===== src/rtl/dfs_pkg.sv =====
package dfs_pkg;
  typedef enum logic {WALK_IDLE = 1'b0, WALK_RUN = 1'b1} walk_state_e;
endpackage


===== src/rtl/dfs_slot_table.sv =====
module dfs_slot_table #(
  parameter int N  = 32,
  parameter int S  = 4,
  parameter int CW = 2,
  parameter int AW = 5,
  parameter int NW = 3
) (
  input  logic              clk,
  input  logic              rst_n,
  input  logic              load_valid,
  input  logic [AW-1:0]     load_addr,
  input  logic [CW-1:0]     load_cnt,
  input  logic [NW-1:0]     load_nsucc,
  input  logic [S*AW-1:0]   load_succ,
  input  logic              load_vn,
  input  logic              load_en,
  input  logic              del_valid,
  input  logic [AW-1:0]     del_addr,
  input  logic              clr_valid,
  input  logic [AW-1:0]     clr_addr,
  input  logic [AW-1:0]     rd_addr,
  output logic [NW-1:0]     rd_nsucc,
  output logic [S*AW-1:0]   rd_succ,
  output logic              rd_vn,
  output logic [N-1:0]      en_vec
);
  logic [CW-1:0]   init_q  [N];
  logic [CW-1:0]   rem_q   [N];
  logic            en_q    [N];
  logic            vn_q    [N];
  logic [NW-1:0]   nsucc_q [N];
  logic [S*AW-1:0] succ_q  [N];

  for (genvar g = 0; g < N; g++) begin : g_slot
    logic hit_load, hit_del, hit_clr, last_sig;
    assign hit_load = load_valid && (load_addr == AW'(g));
    assign hit_del  = del_valid && (del_addr == AW'(g));
    assign hit_clr  = clr_valid && (clr_addr == AW'(g));
    assign last_sig = rem_q[g] <= CW'(1);

    always_ff @(posedge clk) begin
      if (!rst_n) begin
        init_q[g]  <= '0;
        rem_q[g]   <= '0;
        en_q[g]    <= 1'b0;
        vn_q[g]    <= 1'b0;
        nsucc_q[g] <= '0;
        succ_q[g]  <= '0;
      end else if (hit_load) begin
        init_q[g]  <= load_cnt;
        rem_q[g]   <= load_cnt;
        en_q[g]    <= load_en || (load_cnt == '0);
        vn_q[g]    <= load_vn;
        nsucc_q[g] <= load_nsucc;
        succ_q[g]  <= load_succ;
      end else begin
        if (hit_del) rem_q[g] <= last_sig ? init_q[g] : rem_q[g] - CW'(1);
        // a completing signal wins over a same-edge fire clear
        if (hit_del && last_sig) en_q[g] <= 1'b1;
        else if (hit_clr)        en_q[g] <= 1'b0;
      end
    end
    assign en_vec[g] = en_q[g];
  end

  assign rd_nsucc = nsucc_q[rd_addr];
  assign rd_succ  = succ_q[rd_addr];
  assign rd_vn    = vn_q[rd_addr];

  AST_EN_ON_LAST: assert property (@(posedge clk) disable iff (!rst_n)
    (del_valid && rem_q[del_addr] <= CW'(1) && !(load_valid && load_addr == del_addr))
    |=> en_q[$past(del_addr)]);
  AST_CLR_ENABLED: assert property (@(posedge clk) disable iff (!rst_n)
    clr_valid |-> en_q[clr_addr]);
endmodule


===== src/rtl/dfs_done_walk.sv =====
module dfs_done_walk
  import dfs_pkg::*;
#(
  parameter int N  = 32,
  parameter int S  = 4,
  parameter int AW = 5,
  parameter int NW = 3
) (
  input  logic            clk,
  input  logic            rst_n,
  input  logic            done_valid,
  input  logic [AW-1:0]   done_addr,
  output logic            done_ready,
  output logic [AW-1:0]   rd_addr,
  input  logic [NW-1:0]   rd_nsucc,
  input  logic [S*AW-1:0] rd_succ,
  input  logic            rd_vn,
  output logic            del_valid,
  output logic [AW-1:0]   del_addr,
  input  logic            sc_take,
  output logic            sc_pend,
  output logic [AW-1:0]   sc_addr
);
  walk_state_e     state_q;
  logic [S*AW-1:0] succ_q;
  logic [NW-1:0]   num_q, idx_q;
  logic            accept;
  logic [AW-1:0]   next_addr;

  assign rd_addr    = done_addr;
  assign done_ready = (state_q == WALK_IDLE) && !sc_pend;
  assign accept     = done_valid && done_ready;
  assign next_addr  = (done_addr == AW'(N-1)) ? '0 : done_addr + AW'(1);
  assign del_valid  = (state_q == WALK_RUN);
  assign del_addr   = succ_q[idx_q*AW +: AW];

  always_ff @(posedge clk) begin
    if (!rst_n) begin
      state_q <= WALK_IDLE;
      succ_q  <= '0;
      num_q   <= '0;
      idx_q   <= '0;
      sc_pend <= 1'b0;
      sc_addr <= '0;
    end else begin
      if (accept) begin
        succ_q  <= rd_succ;
        num_q   <= rd_nsucc;
        idx_q   <= '0;
        state_q <= (rd_nsucc != '0) ? WALK_RUN : WALK_IDLE;
        if (rd_vn) begin
          sc_pend <= 1'b1;
          sc_addr <= next_addr;
        end
      end else if (state_q == WALK_RUN) begin
        idx_q <= idx_q + NW'(1);
        if (idx_q == num_q - NW'(1)) state_q <= WALK_IDLE;
      end
      if (sc_take) sc_pend <= 1'b0;
    end
  end

  AST_WALK_IDX: assert property (@(posedge clk) disable iff (!rst_n)
    (state_q == WALK_RUN) |-> (idx_q < num_q));
endmodule


===== src/rtl/dfs_fire_sel.sv =====
module dfs_fire_sel #(
  parameter int N  = 32,
  parameter int AW = 5
) (
  input  logic          clk,
  input  logic          rst_n,
  input  logic [N-1:0]  en_vec,
  input  logic          sc_pend,
  input  logic [AW-1:0] sc_addr,
  input  logic          fire_ready,
  output logic          fire_valid,
  output logic [AW-1:0] fire_addr,
  output logic          clr_valid,
  output logic [AW-1:0] clr_addr,
  output logic          sc_take
);
  logic          any_en, cur_sc, take;
  logic [AW-1:0] enc;
  logic          lock_q, lock_sc_q;
  logic [AW-1:0] lock_addr_q;

  always_comb begin
    any_en = 1'b0;
    enc    = '0;
    for (int i = N-1; i >= 0; i--) begin
      if (en_vec[i]) begin
        any_en = 1'b1;
        enc    = AW'(i);
      end
    end
  end

  assign cur_sc     = lock_q ? lock_sc_q : sc_pend;
  assign fire_addr  = lock_q ? lock_addr_q : (sc_pend ? sc_addr : enc);
  assign fire_valid = lock_q || sc_pend || any_en;
  assign take       = fire_valid && fire_ready;
  assign sc_take    = take && cur_sc;
  assign clr_valid  = take && !cur_sc;
  assign clr_addr   = fire_addr;

  always_ff @(posedge clk) begin
    if (!rst_n) begin
      lock_q      <= 1'b0;
      lock_sc_q   <= 1'b0;
      lock_addr_q <= '0;
    end else begin
      lock_q      <= fire_valid && !fire_ready;
      lock_sc_q   <= cur_sc;
      lock_addr_q <= fire_addr;
    end
  end
endmodule


===== src/rtl/dfs_sched.sv =====
module dfs_sched #(
  parameter int N_SLOTS  = 32,
  parameter int MAX_SUCC = 4,
  parameter int CNT_W    = 2
) (
  input  logic                                  clk,
  input  logic                                  rst_n,
  input  logic                                  load_valid,
  input  logic [$clog2(N_SLOTS)-1:0]            load_addr,
  input  logic [CNT_W-1:0]                      load_cnt,
  input  logic [$clog2(MAX_SUCC+1)-1:0]         load_nsucc,
  input  logic [MAX_SUCC*$clog2(N_SLOTS)-1:0]   load_succ,
  input  logic                                  load_vn,
  input  logic                                  load_en,
  input  logic                                  done_valid,
  output logic                                  done_ready,
  input  logic [$clog2(N_SLOTS)-1:0]            done_addr,
  output logic                                  fire_valid,
  input  logic                                  fire_ready,
  output logic [$clog2(N_SLOTS)-1:0]            fire_addr
);
  localparam int AW = $clog2(N_SLOTS);
  localparam int NW = $clog2(MAX_SUCC+1);

  logic [AW-1:0]          rd_addr, del_addr, clr_addr, sc_addr;
  logic [NW-1:0]          rd_nsucc;
  logic [MAX_SUCC*AW-1:0] rd_succ;
  logic                   rd_vn, del_valid, clr_valid, sc_take, sc_pend;
  logic [N_SLOTS-1:0]     en_vec;

  dfs_slot_table #(.N(N_SLOTS), .S(MAX_SUCC), .CW(CNT_W), .AW(AW), .NW(NW)) u_table (
    .clk(clk), .rst_n(rst_n),
    .load_valid(load_valid), .load_addr(load_addr), .load_cnt(load_cnt),
    .load_nsucc(load_nsucc), .load_succ(load_succ), .load_vn(load_vn), .load_en(load_en),
    .del_valid(del_valid), .del_addr(del_addr),
    .clr_valid(clr_valid), .clr_addr(clr_addr),
    .rd_addr(rd_addr), .rd_nsucc(rd_nsucc), .rd_succ(rd_succ), .rd_vn(rd_vn),
    .en_vec(en_vec)
  );

  dfs_done_walk #(.N(N_SLOTS), .S(MAX_SUCC), .AW(AW), .NW(NW)) u_walk (
    .clk(clk), .rst_n(rst_n),
    .done_valid(done_valid), .done_addr(done_addr), .done_ready(done_ready),
    .rd_addr(rd_addr), .rd_nsucc(rd_nsucc), .rd_succ(rd_succ), .rd_vn(rd_vn),
    .del_valid(del_valid), .del_addr(del_addr),
    .sc_take(sc_take), .sc_pend(sc_pend), .sc_addr(sc_addr)
  );

  dfs_fire_sel #(.N(N_SLOTS), .AW(AW)) u_fire (
    .clk(clk), .rst_n(rst_n),
    .en_vec(en_vec), .sc_pend(sc_pend), .sc_addr(sc_addr),
    .fire_ready(fire_ready), .fire_valid(fire_valid), .fire_addr(fire_addr),
    .clr_valid(clr_valid), .clr_addr(clr_addr), .sc_take(sc_take)
  );

  AST_FIRE_HOLD: assert property (@(posedge clk) disable iff (!rst_n)
    (fire_valid && !fire_ready) |=> (fire_valid && $stable(fire_addr)));
  AST_SC_FIRES: assert property (@(posedge clk) disable iff (!rst_n)
    sc_pend |-> fire_valid);
endmodule


===== config.mk =====
export PLATFORM = sky130hd
export DESIGN_NAME = dfs_sched
export DESIGN_NICKNAME = d
export VERILOG_FILES = /design/src/rtl/dfs_pkg.sv /design/src/rtl/dfs_slot_table.sv /design/src/rtl/dfs_done_walk.sv /design/src/rtl/dfs_fire_sel.sv /design/src/rtl/dfs_sched.sv
export SDC_FILE = /design/constraint.sdc
export NUM_CORES = 2
export LEC_CHECK = 0
export BUFFER_PORTS_ARGS = -buffer_cell sky130_fd_sc_hd__buf_2
export CORE_ASPECT_RATIO = 2
export CORE_MARGIN = 2
export CORE_UTILIZATION = 24
export DETAILED_ROUTE_END_ITERATION = 8
export PLACE_DENSITY = 0.37
export SLEW_MARGIN = 20
export SYNTH_ARGS = -nofsm -noshare
export SYNTH_HDL_FRONTEND = slang
export SYNTH_SLANG_ARGS = --single-unit

===== constraint.sdc =====
create_clock -name clk -period 5.3 [get_ports clk]
set_input_delay 0.53 -clock clk [delete_from_list [all_inputs] [get_ports clk]]
set_output_delay 0.53 -clock clk [all_outputs]
set_load 0.1 [all_outputs]

## Yosys cells after proc, flatten, opt, wreduce, memory -nomap -nowiden

Memory sizes are Yosys's and may differ from the RTL's. A register that Yosys moved wholly into a read port is not among the register bits.
Index checks and enable logic that the tools add are counted.

- Add/sub/neg operators: 35
- $mul: 1
- Magnitude comparators: 32
- Eq/ne operators: 95
- Shifts and indexed selects: 1
- Mux-type cells: 905
- Bitwise operators: 290
- Reductions and logical operators: 149

Operators with widths:

| cell | count |
|---|---|
| $mux 1 | 678 |
| $mux 20 | 32 |
| $or 1x1->1 | 288 |
| $mux 2 | 128 |
| $eq 5x5->1 const B | 49 |
| $mux 5 | 35 |
| $logic_and 1x1->1 | 134 |
| $eq 5x4->1 const B | 24 |
| $mux 3 | 32 |
| $le 2x1->1 const B | 32 |
| $sub 2x1->2 const B | 32 |
| $eq 5x3->1 const B | 12 |
| $eq 5x2->1 const B | 6 |
| $shiftx 20x7->5 | 1 |
| $eq 5x1->1 const B | 3 |
| $logic_not 5->1 | 3 |
| $mul 3x3->6 const B | 1 |
| $add 5x1->5 const B | 1 |
| $logic_not 1->1 | 4 |
| $reduce_or 2->1 | 2 |
| $add 3x1->3 const B | 1 |
| $eq 3x3->1 | 1 |
| $logic_or 1x1->1 | 3 |
| $reduce_bool 3->1 | 1 |
| other kinds (4) | 5 |

- Flip-flop bits (word level): 20
- Memory bits (writable): 928
- Bits of input ports: 42
- Output and inout port bits: 7
- Word-level logic and storage cells: 1,522
- Memories: 6

Memories:

| memory | words | bits a word | rd ports | clocked after memory_dff | wr ports | RTL line | RTL |
|---|---|---|---|---|---|---|---|
| u_table.succ_q | 32 | 20 | 1 | 1 | 32 | dfs_slot_table.sv:32 | `logic [S*AW-1:0] succ_q [N];` |
| u_table.nsucc_q | 32 | 3 | 1 | 0 | 32 | dfs_slot_table.sv:31 | `logic [NW-1:0] nsucc_q [N];` |
| u_table.init_q | 32 | 2 | 32 | 0 | 32 | dfs_slot_table.sv:27 | `logic [CW-1:0] init_q [N];` |
| u_table.rem_q | 32 | 2 | 32 | 0 | 32 | dfs_slot_table.sv:28 | `logic [CW-1:0] rem_q [N];` |
| u_table.en_q | 32 | 1 | 32 | 0 | 32 | dfs_slot_table.sv:29 | `logic en_q [N];` |
| u_table.vn_q | 32 | 1 | 1 | 0 | 32 | dfs_slot_table.sv:30 | `logic vn_q [N];` |

## Logic depth before layout (Yosys ltp)

- Depth after elaboration: 42
- Depth in mapped cells: 9
- Depth with buffers taken out: 7

## Cells and area by module

A second synthesis with hierarchy kept.

- Cell total of the unflattened synthesis: 3,582
- Area, all modules: 46,007.9 µm²

Modules (own cells, without submodules):

| module | times used | cells an instance | area each (µm²) | seq. area each (µm²) |
|---|---|---|---|---|
| dfs_slot_table | 1 | 3,303 | 43,750.7 | 27,846.7 |
| dfs_done_walk | 1 | 174 | 1,519.0 | 660.6 |
| dfs_fire_sel | 1 | 105 | 738.2 | 140.1 |

## Worst setup path after synthesis

Ideal clock, no wire load.

- Path kind: in2reg
- Start: input load_addr[4]
- End: memory u_table.en_q[10] (data pin)
- Library setup time: 0.267 ns
- Arrival: 3.696 ns
- Required time: 5.033 ns
- Path slack: 1.337 ns
- Stages: 6
- Path buffers: 1
- Cells stage by stage: clkbuf_1 > nand2b_1 > or2_2 > o21ai_0 > or2_2 > o32ai_1

RTL lines:

| element | RTL line | RTL |
|---|---|---|
| start: declaration | dfs_sched.sv:9 | `input logic [$clog2(N_SLOTS)-1:0] load_addr,` |
| end: declaration | dfs_slot_table.sv:29 |  |

==> insert_results.sql <==
INSERT INTO impl_metrics (metric_group, metric, value, unit) VALUES
('critical_path', 'cp_num_buf_inv', '2', ''),
('critical_path', 'cp_max_delay_cell', 'sky130_fd_sc_hd__a2111oi_0', ''),
('logic_synthesis', 'synth.avg_cell_area', '14.9', 'um^2'),
('power', 'power.share.sequential', '0.513', ''),
('floorplan', 'die_area', '191000', 'um^2'),
('placement', 'gp_routability_congestion', '0.794', ''),
('timing', 'finalCriticalPeriod', '4170', 'ps'),
('critical_path', 'endpoint_type_of_the_worst_setup_path', 'output port', ''),
('power', 'power_switching', '0.00457', 'W'),
('timing', 'clock_skew', '38.1', 'ps'),
('floorplan', 'die_height', '615', 'um'),
('placement', 'place_hpwl', '105000', 'um'),
('grt', 'grt.overflow.total', '0', ''),
('critical_path', 'reg2regPathDepth', '5', ''),
('clock_tree', 'cell_chosen_for_the_clock_root', 'sky130_fd_sc_hd__clkbuf_16', ''),
('logic_synthesis', 'seq_area_frac_synth', '0.639', ''),
('drt', 'route.vias.total', '25475', ''),
('power', 'clock_power_share', '0.388', ''),
('status', 'run_status', 'completed', ''),
('clock_tree', 'cts_htree_levels', '3', ''),
('power', 'power.internal', '0.0130', 'W'),
('final_layout', 'fin_util', '0.277', ''),
('logic_synthesis', 'ys_ff_latch', '968', ''),
('final_layout', 'final-instance-count-excl-fill', '5585', ''),
('floorplan', 'core', '186000', 'um^2'),
('drt', 'drt_pass1_iterations', '5', ''),
('logic_synthesis', 'number_of_enable_type_register_cells_in_the_synthesized_netlist', '926', ''),
('drt', 'drc_violation_count_after_routing', '0', ''),
('logic_synthesis', 'synthesis.area', '44900', 'um^2'),
('critical_path', 'reg2reg_to', 'u_table.en_q[7]', ''),
('critical_path', 'cp_max_stage_delay', '710', 'ps'),
('min_path', 'hold_path.class', 'in2reg', ''),
('critical_path', 'worst-endpoint-arrival', '3640', 'ps'),
('logic_synthesis', 'yosysUniqueCellTypes', '70', ''),
('clock_tree', 'clock_latency_on_the_worst_skew_pair', '710', 'ps'),
('timing', 'worstMarginPinSlew', '1130', 'ps'),
('critical_path', 'r2r_slack', '1720', 'ps'),
('grt', 'grt_antenna_before_repair', '21', ''),
('drt', 'postRouteWirelength', '167000', 'um'),
('timing', 'portion_of_the_clock_cycle_consumed_by_the_worst_path_in_the_final_layout', '0.787', ''),
('logic_synthesis', 'synth.yosys.warnings', '0', ''),
('clock_tree', 'cts_tree', 'yes', ''),
('critical_path', 'critical_path_rt', '4770', 'ps'),
('clock_tree', 'cts.hold.buffers_added', '0', ''),
('power', 'power.share.switching', '0.261', ''),
('clock_tree', 'post_cts.resized_instances', '0', ''),
('placement', 'io_buffers', '48', ''),
('power', 'p_leak', '17.2', 'nW'),
('power', 'power_per_cell_area', '341', 'nW/um^2'),
('critical_path', 'worstSetupStartpointType', 'flip-flop', ''),
('min_path', 'holdCritStartpoint', 'fire_ready', ''),
('logic_synthesis', 'post_synthesis_cells', '3018', ''),
('timing', 'final.setup.tns', '0', 'ps'),
('clock_tree', 'cts_max_path_buffers', '3', ''),
('floorplan', 'die_w', '310', 'um'),
('critical_path', 'timing.critical_path.cells', 'nand2b_1 > a2111oi_0 > o211ai_1 > a31oi_1 > nor3_2 > inv_2 > buf_2', ''),
('timing', 'slew_viol_final', '0', ''),
('timing', 'hold_viol_final', '0', ''),
('critical_path', 'reg2reg_from', 'u_walk.sc_pend', ''),
('timing', 'max-slew-margin-rel', '0.248', ''),
('final_layout', 'final_layout_size_suffix_gt1_frac', '0.198', ''),
('clock_tree', 'tritoncts_num_sinks', '968', ''),
('floorplan', 'start_util', '0.241', ''),
('placement', 'placement.cell_area', '48500', 'um^2'),
('floorplan', 'rows', '224', ''),
('floorplan', 'pin_count', '49', ''),
('placement', 'placed_cells_incl_taps', '5408', ''),
('min_path', 'timing.hold.worst_path_depth', '3', ''),
('drt', 'route.detailed.vias_per_inst', '4.56', ''),
('power', 'power.ir.vdd_worst', '0.280', 'mV'),
('logic_synthesis', 'async_flop_share', '0', '');
## worst min-delay path, stage by stage
cell	delay (ps)
sky130_fd_sc_hd__buf_2	110
sky130_fd_sc_hd__inv_1	60
sky130_fd_sc_hd__and3_1	130
## registers in the layout, indices dropped and copies added, names as in the netlist, 5 cells and up
register	cells
u_walk.sc_addr	5
u_table.nsucc_q	96
u_table.rem_q	64
u_table.vn_q	32
u_table.succ_q	640
u_fire.lock_addr_q	5
u_walk.succ_q	20
u_table.en_q	32
u_table.init_q	64
## worst max path at each step
stage                startpoint             endpoint  depth (start not counted)
2_1_floorplan      load_addr[4]     u_table.en_q[10]                          6
3_3_place_gp              rst_n  u_table.rem_q[1][2]                          6
3_5_place_dp              rst_n  u_table.rem_q[1][2]                          6
4_1_cts        u_table.en_q[30]         fire_addr[0]                          7
5_1_grt        u_table.en_q[30]         fire_addr[0]                          7
6_report       u_table.en_q[30]         fire_addr[0]                          7
## power groups by stage
| stage | Sequential, W | Clock [W] | Combinational [W] |
|---|---|---|---|
| floorplan | 0.00908 | 0 | 0.00100 |
| global placement | 0.00915 | 0 | 0.00180 |
| detailed placement | 0.00916 | 0 | 0.00180 |
| CTS | 0.00899 | 0.00701 | 0.00181 |
| global route | 0.00902 | 0.00720 | 0.00184 |
| finish | 0.00899 | 0.00679 | 0.00174 |
## synthesized netlist by cell type (16+ instances only)
cell | number | area (um^2)
sky130_fd_sc_hd__edfxtp_1 | 926 | 27800
sky130_fd_sc_hd__o21ai_0 | 55 | 275
sky130_fd_sc_hd__clkbuf_1 | 182 | 683
sky130_fd_sc_hd__dfxtp_1 | 42 | 841
sky130_fd_sc_hd__and2_1 | 839 | 5250
sky130_fd_sc_hd__o32ai_1 | 25 | 219
sky130_fd_sc_hd__mux4_2 | 241 | 5430
sky130_fd_sc_hd__o22ai_1 | 25 | 156
sky130_fd_sc_hd__buf_1 | 16 | 60.1
sky130_fd_sc_hd__mux2i_1 | 73 | 731
sky130_fd_sc_hd__buf_2 | 36 | 180
sky130_fd_sc_hd__o21bai_1 | 66 | 495
sky130_fd_sc_hd__nor2_1 | 124 | 465
sky130_fd_sc_hd__nand2b_1 | 41 | 257
sky130_fd_sc_hd__or2_2 | 19 | 119
sky130_fd_sc_hd__nand2_1 | 70 | 263
sky130_fd_sc_hd__inv_1 | 49 | 184
sky130_fd_sc_hd__a311o_1 | 29 | 290
## logic make-up after synthesis
group                      share of synthesized area
and+or+nand+nor                                0.154
buffers and inverters                         0.0257
xor gates and xnor gates                     0.00156
DFF                                            0.639
AOI/OAI and AO/OA                             0.0414
adders and majority gates                    0.00112
muxes                                          0.138
## through the flow
stage	hold WS [ps]	setup WS (ps)	power (W)
3_3_place_gp	453	1640	0.0110
3_5_place_dp	462	1570	0.0110
4_1_cts	118	976	0.0178
5_1_grt	172	889	0.0181
6_report	162	1130	0.0175
2_1_floorplan	432	1340	0.0101
## per-layer routing
metal | up-vias | share of wire | wire [um] | track usage
met5 | - | 0.00068 | 114 | 0
met4 | 18 | 0.038 | 6430 | 0.0634
met3 | 246 | 0.030 | 5050 | 0.0202
met2 | 512 | 0.57 | 95300 | 0.346
met1 | 13519 | 0.36 | 60100 | 0.187
li1 | 11180 | - | - | -
## placed cells by master (no fill, tap or decap), types with 42 or more instances in the layout
cell                        instances
sky130_fd_sc_hd__buf_4             92
sky130_fd_sc_hd__clkbuf_16         96
sky130_fd_sc_hd__dfxtp_1           42
sky130_fd_sc_hd__o21bai_1          66
sky130_fd_sc_hd__inv_1             47
sky130_fd_sc_hd__edfxtp_1         926
sky130_fd_sc_hd__nor2_1            97
sky130_fd_sc_hd__buf_2             43
sky130_fd_sc_hd__mux4_2           241
sky130_fd_sc_hd__and2_1           839
sky130_fd_sc_hd__nand2_1           70
sky130_fd_sc_hd__mux2i_1           73
## area by class of cell
type                    instances  area [um^2]
fillers                     18644       134000
flip-flops and latches        968        28600
multi-input cells            1760        15500
well taps                    2486         3110
clock buffers                 121         2530
repair buffers                143         1070
clock inverters                51          403
inverters                      52          195
diodes                          4         10.0
Note: power is estimated with default switching activity, not from simulation.
